$ cat src/rtl/sg_walk_pkg.sv
package sg_walk_pkg;

  localparam int ADDR_W   = 32;
  localparam int LEN_W    = 28;
  localparam int DESC_BYTES = 8;

  typedef enum logic [2:0] {
    ST_IDLE,
    ST_REQ_LEN,
    ST_WAIT_LEN,
    ST_REQ_ADDR,
    ST_WAIT_ADDR,
    ST_EMIT
  } walkState_t;

  typedef struct packed {
    logic loadStart;  // latch command fields, clear index
    logic capLen;     // capture length word from response
    logic capAddr;    // capture address word from response
    logic advance;    // step to next descriptor
    logic fetchHi;    // request targets the address word (+4)
  } walkStrobes_t;

endpackage

$ cat src/rtl/sg_walk_dpath.sv
module sg_walk_dpath
  import sg_walk_pkg::*;
#(
  parameter int MAX_ENTRIES = 256
) (
  input  logic               clk,
  input  logic               rstN,
  input  walkStrobes_t       stb,
  input  logic [ADDR_W-1:0]  startBase,
  input  logic [31:0]        startLen,
  input  logic [31:0]        memRspData,
  output logic [ADDR_W-1:0]  reqAddr,
  output logic [ADDR_W-1:0]  segAddr,
  output logic [LEN_W-1:0]   segLen,
  output logic               descLast,
  output logic               atCap
);

  localparam int IDX_W = (MAX_ENTRIES > 1) ? $clog2(MAX_ENTRIES) : 1;
  localparam logic [IDX_W-1:0] CAP_IDX = IDX_W'(MAX_ENTRIES - 1);

  logic [ADDR_W-1:0] baseReg;
  logic [IDX_W-1:0]  idxReg;
  logic [31:0]       lenWord;
  logic [ADDR_W-1:0] addrWord;

  always_ff @(posedge clk) begin
    if (!rstN) begin
      baseReg  <= '0;
      idxReg   <= '0;
      lenWord  <= '0;
      addrWord <= '0;
    end else begin
      if (stb.loadStart) begin
        baseReg  <= startBase;
        idxReg   <= '0;
        // direct mode: a ready-made final segment
        lenWord  <= {1'b1, 3'b000, startLen[LEN_W-1:0]};
        addrWord <= startBase;
      end
      if (stb.capLen)  lenWord  <= memRspData;
      if (stb.capAddr) addrWord <= {1'b0, memRspData[30:0]};
      if (stb.advance) idxReg   <= idxReg + 1'b1;
    end
  end

  assign reqAddr  = baseReg + (ADDR_W'(idxReg) << $clog2(DESC_BYTES))
                  + {{(ADDR_W-3){1'b0}}, stb.fetchHi, 2'b00};
  assign segAddr  = addrWord;
  assign segLen   = lenWord[LEN_W-1:0];
  assign descLast = lenWord[31];
  assign atCap    = (idxReg == CAP_IDX);

  logic unusedBits;
  assign unusedBits = ^{lenWord[30:28], startLen[31:28]};

  // a captured address word never keeps bit 31
  p_addr_mask_r5: assert property (@(posedge clk) disable iff (!rstN)
    stb.capAddr |=> !segAddr[31]);

  // stepping to the next descriptor moves the length-word address by 8
  p_stride_r3: assert property (@(posedge clk) disable iff (!rstN)
    (stb.advance && !stb.fetchHi) |=> (reqAddr == $past(reqAddr) + ADDR_W'(DESC_BYTES)));

endmodule

$ cat src/rtl/sg_walk_ctrl.sv
module sg_walk_ctrl
  import sg_walk_pkg::*;
(
  input  logic          clk,
  input  logic          rstN,
  input  logic          startValid,
  input  logic          startSgEn,
  output logic          startReady,
  output logic          memReqValid,
  input  logic          memReqReady,
  input  logic          memRspValid,
  output logic          segValid,
  input  logic          segReady,
  output logic          segLast,
  output logic          walkDone,
  output logic          walkErr,
  input  logic          descLast,
  input  logic          atCap,
  output walkStrobes_t  stb
);

  walkState_t state, nxt;
  logic finishNow;

  always_comb begin
    nxt         = state;
    stb         = '0;
    startReady  = 1'b0;
    memReqValid = 1'b0;
    segValid    = 1'b0;
    segLast     = 1'b0;
    unique case (state)
      ST_IDLE: begin
        startReady = 1'b1;
        if (startValid) begin
          stb.loadStart = 1'b1;
          nxt = startSgEn ? ST_REQ_LEN : ST_EMIT;
        end
      end
      ST_REQ_LEN: begin
        memReqValid = 1'b1;
        if (memReqReady) nxt = ST_WAIT_LEN;
      end
      ST_WAIT_LEN: begin
        if (memRspValid) begin
          stb.capLen = 1'b1;
          nxt = ST_REQ_ADDR;
        end
      end
      ST_REQ_ADDR: begin
        memReqValid = 1'b1;
        stb.fetchHi = 1'b1;
        if (memReqReady) nxt = ST_WAIT_ADDR;
      end
      ST_WAIT_ADDR: begin
        if (memRspValid) begin
          stb.capAddr = 1'b1;
          nxt = ST_EMIT;
        end
      end
      ST_EMIT: begin
        segValid = 1'b1;
        segLast  = descLast | atCap;
        if (segReady) begin
          if (segLast) begin
            nxt = ST_IDLE;
          end else begin
            stb.advance = 1'b1;
            nxt = ST_REQ_LEN;
          end
        end
      end
      default: nxt = ST_IDLE;
    endcase
  end

  assign finishNow = segValid && segReady && segLast;

  always_ff @(posedge clk) begin
    if (!rstN) begin
      state    <= ST_IDLE;
      walkDone <= 1'b0;
      walkErr  <= 1'b0;
    end else begin
      state    <= nxt;
      walkDone <= finishNow;
      walkErr  <= finishNow && !descLast;
    end
  end

  // idle block drives no request and no segment
  p_idle_quiet_r1: assert property (@(posedge clk) disable iff (!rstN)
    startReady |-> (!memReqValid && !segValid));

  // request stays up until taken
  p_req_hold_r9: assert property (@(posedge clk) disable iff (!rstN)
    (memReqValid && !memReqReady) |=> memReqValid);

  // acceptance of the final segment is followed by done and idle
  p_done_after_last_r6: assert property (@(posedge clk) disable iff (!rstN)
    (segValid && segReady && segLast) |=> (walkDone && startReady));

  // error only ever accompanies completion
  p_err_with_done_r7: assert property (@(posedge clk) disable iff (!rstN)
    walkErr |-> walkDone);

  // busy block does not react to a start command
  p_busy_ignore_r10: assert property (@(posedge clk) disable iff (!rstN)
    (!startReady && startValid && !segValid) |=> !startReady);

endmodule

$ cat src/rtl/sg_seg_walker.sv
module sg_seg_walker
  import sg_walk_pkg::*;
#(
  parameter int MAX_ENTRIES = 256
) (
  input  logic        clk,
  input  logic        rstN,
  input  logic        startValid,
  output logic        startReady,
  input  logic [31:0] startBase,
  input  logic [31:0] startLen,
  input  logic        startSgEn,
  output logic        memReqValid,
  input  logic        memReqReady,
  output logic [31:0] memReqAddr,
  input  logic        memRspValid,
  input  logic [31:0] memRspData,
  output logic        segValid,
  input  logic        segReady,
  output logic [31:0] segAddr,
  output logic [27:0] segLen,
  output logic        segLast,
  output logic        walkDone,
  output logic        walkErr
);

  walkStrobes_t stb;
  logic descLast;
  logic atCap;

  sg_walk_ctrl uCtrl (
    .clk         (clk),
    .rstN        (rstN),
    .startValid  (startValid),
    .startSgEn   (startSgEn),
    .startReady  (startReady),
    .memReqValid (memReqValid),
    .memReqReady (memReqReady),
    .memRspValid (memRspValid),
    .segValid    (segValid),
    .segReady    (segReady),
    .segLast     (segLast),
    .walkDone    (walkDone),
    .walkErr     (walkErr),
    .descLast    (descLast),
    .atCap       (atCap),
    .stb         (stb)
  );

  sg_walk_dpath #(.MAX_ENTRIES(MAX_ENTRIES)) uDpath (
    .clk        (clk),
    .rstN       (rstN),
    .stb        (stb),
    .startBase  (startBase),
    .startLen   (startLen),
    .memRspData (memRspData),
    .reqAddr    (memReqAddr),
    .segAddr    (segAddr),
    .segLen     (segLen),
    .descLast   (descLast),
    .atCap      (atCap)
  );

  // a stalled segment keeps all its fields
  p_seg_hold_r8: assert property (@(posedge clk) disable iff (!rstN)
    (segValid && !segReady) |=> (segValid && $stable(segAddr) && $stable(segLen) && $stable(segLast)));

  // a stalled request keeps its address
  p_req_addr_hold_r9: assert property (@(posedge clk) disable iff (!rstN)
    (memReqValid && !memReqReady) |=> $stable(memReqAddr));

endmodule

$ cat config.mk
export PLATFORM = sky130hd
export DESIGN_NAME = sg_seg_walker
export DESIGN_NICKNAME = d
export VERILOG_FILES = /design/src/rtl/sg_walk_pkg.sv /design/src/rtl/sg_walk_dpath.sv /design/src/rtl/sg_walk_ctrl.sv /design/src/rtl/sg_seg_walker.sv
export SDC_FILE = /design/constraint.sdc
export NUM_CORES = 1
export LEC_CHECK = 0
export CAP_MARGIN = 10
export CORE_ASPECT_RATIO = 0.9
export CORE_MARGIN = 2
export CORE_UTILIZATION = 45
export DETAILED_ROUTE_END_ITERATION = 16
export GPL_TIMING_DRIVEN = 0
export PLACE_DENSITY = 0.88
export SYNTH_ARGS = -nofsm -noshare
export SYNTH_HDL_FRONTEND = slang
export SYNTH_SLANG_ARGS = --single-unit
$ cat constraint.sdc
create_clock -name clk -period 3.84 [get_ports clk]
set_input_delay 0.384 -clock clk [delete_from_list [all_inputs] [get_ports clk]]
set_output_delay 0.384 -clock clk [all_outputs]
set_load 0.05 [all_outputs]
=== Word level (Yosys, flattened, before mapping) ===
Index checks and enable logic that the tools add are counted.

* Add/subtract/negate cells: 3
* Equality and inequality tests: 12
* Mux-type cells: 28
* Bitwise operators: 2
* Reductions and logical operators: 11

{| class="wikitable"
|+ Operators with widths
! operator !! number
|-
| 32-bit two-way mux || 2
|-
| 31-bit two-way mux || 2
|-
| 32-bit by 11-bit adder with 32-bit output || 1
|-
| 32-bit by 3-bit adder with 32-bit output || 1
|-
| 3-bit two-way mux || 7
|-
| 3-bit one-hot mux with 6 select lines || 1
|-
| 8-bit two-way mux || 2
|-
| 1-bit two-way mux || 14
|-
| 2-bit inequality test, second input constant || 6
|-
| 8-bit by 1-bit adder with 8-bit output, second input constant || 1
|-
| 8-bit equality test, second input constant || 1
|-
| 3-bit by 2-bit equality test with 1-bit output, second input constant || 2
|-
| 3-bit equality test, second input constant || 2
|-
| 6-bit AND reduction || 1
|-
| 2-bit nonzero test || 3
|-
| 2-bit OR reduction || 2
|-
| 3-bit by 1-bit equality test with 1-bit output, second input constant || 1
|-
| 1-bit logical AND || 3
|-
| 3-bit zero test || 1
|-
| 1-bit zero test || 1
|-
| 1-bit NOT || 1
|-
| 1-bit bitwise OR || 1
|}

* Register bits: 109
* Logic and storage cells: 64

=== Depth between registers and ports, before layout ===
* Depth in word-level cells: 6
* Depth in mapped cells: 11
* Depth with buffers taken out: 10

=== Hierarchy ===
A second synthesis with hierarchy kept.

* Cells, all modules: 616
* Area total of the unflattened synthesis: 5655.4 µm²

{| class="wikitable"
|+ By module, submodules not included
! module !! instances !! cells an instance !! area each (µm²) !! seq. area each (µm²)
|-
| sg_walk_dpath || 1 || 576 || 5273.8 || 2021.9
|-
| sg_walk_ctrl || 1 || 40 || 381.6 || 100.1
|}

=== Worst setup path before layout ===
No wires, ideal clock.

* Kind: register to output
* Start point: register uCtrl.state[2]
* End point: output port memReqAddr[18]
* Data arrival time: 3.738 ns
* Data required time: 3.456 ns
* Path slack: -0.282 ns
* Cell stages (with the launch flop): 12
* Buffers on the path: 1
* Path through: dfxtp_1 > buf_4 > nor2b_1 > and2_1 > ha_1 > inv_1 > fa_1 > nor2b_1 > o31a_1 > a211oi_4 > nor4b_1 > xor2_1

* Longest elaborated chain between the ends: 3

{| class="wikitable"
|+ Ends and longest elaborated chain
! what !! RTL line !! text
|-
| start: declaration || sg_walk_ctrl.sv:22 || <nowiki>walkState_t state, nxt;</nowiki>
|-
| start signal: assignment || sg_walk_ctrl.sv:85 || <nowiki>state <= nxt;</nowiki>
|-
| 3-bit by 2-bit equality test with 1-bit output || sg_walk_ctrl.sv:32 || <nowiki>unique case (state)</nowiki>
|-
| 1-bit two-way mux || sg_walk_ctrl.sv:32 ||
|-
| 32-bit by 3-bit adder with 32-bit output || sg_walk_dpath.sv:48 || <nowiki>+ {{(ADDR_W-3){1'b0}}, stb.fetchHi, 2'b00};</nowiki>
|-
| end: declaration || sg_seg_walker.sv:15 || <nowiki>output logic [31:0] memReqAddr,</nowiki>
|}

Every way passes these cells.

=== Worst setup path in the final report ===
* Start point: register uCtrl.state[0]
* End point: output port memReqAddr[16]

The elaborated chain is that of the path after synthesis.

==> flow_summary.toml <==
[outcome]
status = "finished clean"

[yosys]
synthFlopType = "dfxtp_1"
synthDistinctLibCells = 62
synthSimpleGateAreaFrac_pct = 27.29
async_flop_share_pct = 0
seq_area_frac_synth_pct = 41.00
synth-edff-count = 0
synth_area_leaders = "dfxtp_1 (41%), nand2_1 (14%), a311oi_1 (4.7%), a21oi_1 (4.4%), a31oi_1 (3.7%)"
syn_area_per_cell_um2 = 7.963
yosysTopAreaCellShare_pct = 41.00
synth_compound_area_share_pct = 18.08
synthXorXnorAreaFrac_pct = 4.569
synth_adder_area_share_pct = 2.804
synth_top_cell_by_area = "dfxtp_1"
yosys-mux-area-fraction_pct = 0.7977
synth-warning-count = 0
synth_top_family_by_area = "simple AND/OR/NAND/NOR gates"
yosysMostFrequentCell = "nand2_1"
ys_seq_elements = 106
synth_nets = 764
synthesis.area_mm2 = 0.005176
postSynthCellCount = 650
synth_common_cells = "nand2_1 (196), dfxtp_1 (106), nor2_1 (49), a21oi_1 (46), a31oi_1 (31)"

[die]
die_area_mm2 = 0.01238
initial_core_util_pct = 45.64
rows = 37
die_y_um = 105.7
fp.dieW_um = 117.1
core_area_mm2 = 0.01134
pin_count = 201

[placed_design]
hpwlAfterDp_um = 13530
place_congestion = 0.9105
numPortBuffers = 196

[timing]
report.final.slew_viol_count = 0
whs_ns = 0.4692
tightest_slew_ns = 0.5803
finalHoldViolCount = 0
max_freq_mhz = 270.4
fin_crit_sh_pct = 96.31
setup_violations = 0
fin_crit_ns = 3.698
clock_skew_ns = 0.01350
max_slew_margin_pct = 61.19
fin_setup_tns_ns = 0

[clock_tree]
worstSkewPairLatency_ns = 0.35
htree_levels = 3
numCtsBuffers = 9
path_clk_slew_ns = 0.07
cts_tree = "yes"
clock-root-buffer = "clkbuf_16"
clockBufferDepth = 2
hold_buffers = 0
cts_sinks = 106

[power]
power.leakage_nw = 3.163
power_density_mw_per_mm2 = 584.8
vdd_drop_max_uv = 317.5

[layout]
seqCellArea_mm2 = 0.002123
final_nets = 976
n_fill_cell = 936
drive_above_1_share_pct = 9.458
antennaDiodeCount = 0
utilization_pct = 68.37
area_growth_pct = 49.82
multi_input_area_mm2 = 0.002844

[setup_path]
critPathKind = "reg -> out"
cp_max_fo = 9
cp-start-kind = "flip-flop"
cp.required_ns = 3.46
crit_arrival_ns = 3.31
end_kind = "output port"
worstRegToRegCells = 6

[detailed_routing]
drc = 0
wl_per_cell_um = 17.57
wirelength_um = 17980
drt-initial-drc-count = 415
num_vias = 5546
dr.pass1.iters = 6
via_per_inst = 5.421
final_antenna_net_count = 0

[grt]
grt_max_degree = 19
grt_busiest_layer = "met2"
track_usage_pct = 28.34
grt_first_pass_wirelength_um = 27370
use_met1_pct = 39.02
met3_usage_pct = 3.738
overflow = 0
first_global_vias = 5291
met2_usage_pct = 45.00
antenna_found_initial = 0

[min_path]
holdCritPathClass = "reg -> reg"
whs_path_depth = 2

[job]
max-cap-violations = 0
==> metrics by stage <==
step | instance area, um2 | setup slack [ns] | power [mW] | std cells
2_1_floorplan | 5201 | 0.1300 | 2.792 | 650
3_3_place_gp | 7358 | -0.1267 | 3.498 | 1002
3_5_place_dp | 7358 | -0.1921 | 3.530 | 1002
4_1_cts | 7691 | -0.01600 | 4.526 | 1018
5_1_grt | 7755 | -0.003300 | 4.727 | 1023
6_report | 7755 | 0.1416 | 4.535 | 1023
==> critical path, cell delays in order (launching register included) <==
cell,delay [ns]
dfxtp_1,0.31
clkbuf_4,0.20
nor2b_4,0.18
and2_1,0.16
ha_2,0.21
inv_1,0.06
fa_2,0.35
nor2b_2,0.14
o31a_1,0.28
buf_4,0.18
a211oi_4,0.08
buf_4,0.17
nor3b_1,0.22
xor2_1,0.19
buf_4,0.22
==> registers in the layout, summed over array words and instances (netlist names) <==
signal and cells:
uDpath.segAddr 32, uCtrl.walkDone 1, uDpath.lenWord 29, uCtrl.state 3, uCtrl.walkErr 1, uDpath.idxReg 8, uDpath.baseReg 32
==> where the power goes <==
part / total, mW / switching (mW) / internal (mW)
logic: 2.07 / 1.37 / 0.701
registers: 1.45 / 0.145 / 1.30
clock network: 1.01 / 0.434 / 0.581
==> worst paths after layout <==
kind                                                 startpoint                         endpoint  slack, ns
worst max-delay path                uCtrl.state[0]$_SDFFE_PN0P_                   memReqAddr[16]       0.14
worst min-delay path            uDpath.segAddr[31]$_SDFFE_PP0P_  uDpath.segAddr[31]$_SDFFE_PP0P_       0.47
worst max register to register      uCtrl.state[0]$_SDFFE_PN0P_  uDpath.lenWord[10]$_SDFFE_PN0P_       1.94
worst min register to register  uDpath.segAddr[31]$_SDFFE_PP0P_  uDpath.segAddr[31]$_SDFFE_PP0P_       0.47
==> repair_timing <==
| item | in CTS | in global routing |
|---|---|---|
| endpoints found under the setup margin | 11 | 20 |
| cloned | 0 | 1 |
| pin swaps | 0 | 4 |
| setup buffers | 0 | 4 |
| resized for setup | 24 | 43 |
==> per-layer routing <==
layer / share of wire (%) / vias up
li1: - / 2690
met1: 43 / 2565
met2: 47 / 244
met3: 6.1 / 47
met4: 3.6 / 0
met5: 0 / -
==> cells in the final DEF (no fill, tap or decap), types with 12 or more instances in the layout <==
| cell type | n |
|---|---|
| nand2_1 | 196 |
| dfxtp_1 | 105 |
| a311oi_1 | 28 |
| clkbuf_1 | 21 |
| a21oi_1 | 46 |
| buf_4 | 17 |
| clkdlybuf4s50_1 | 175 |
| a31oi_1 | 31 |
| nor2_1 | 49 |
| xor2_1 | 18 |
| buf_2 | 12 |
==> logic make-up (layout without fill, tap and decap cells) <==
group           count (synthesis)  in the layout
compound gates                140            141
xor+xnor                       27             27
mux                             4              4
fa+ha+maj                      11             11
buf+inv                        56            272
simple gates                  306            306
flops                         106            106
==> area by class of cell <==
class / count / area share [%]
Tap cell: 156 / 2.517
Inverter: 10 / 0.4840
Clock inverter: 6 / 1.242
Multi-Input combinational cell: 489 / 36.67
Timing Repair Buffer: 200 / 25.56
Sequential cell: 106 / 27.38
Buffer: 46 / 3.195
Clock buffer: 10 / 2.953
Note: power is estimated with default switching activity, not from simulation.
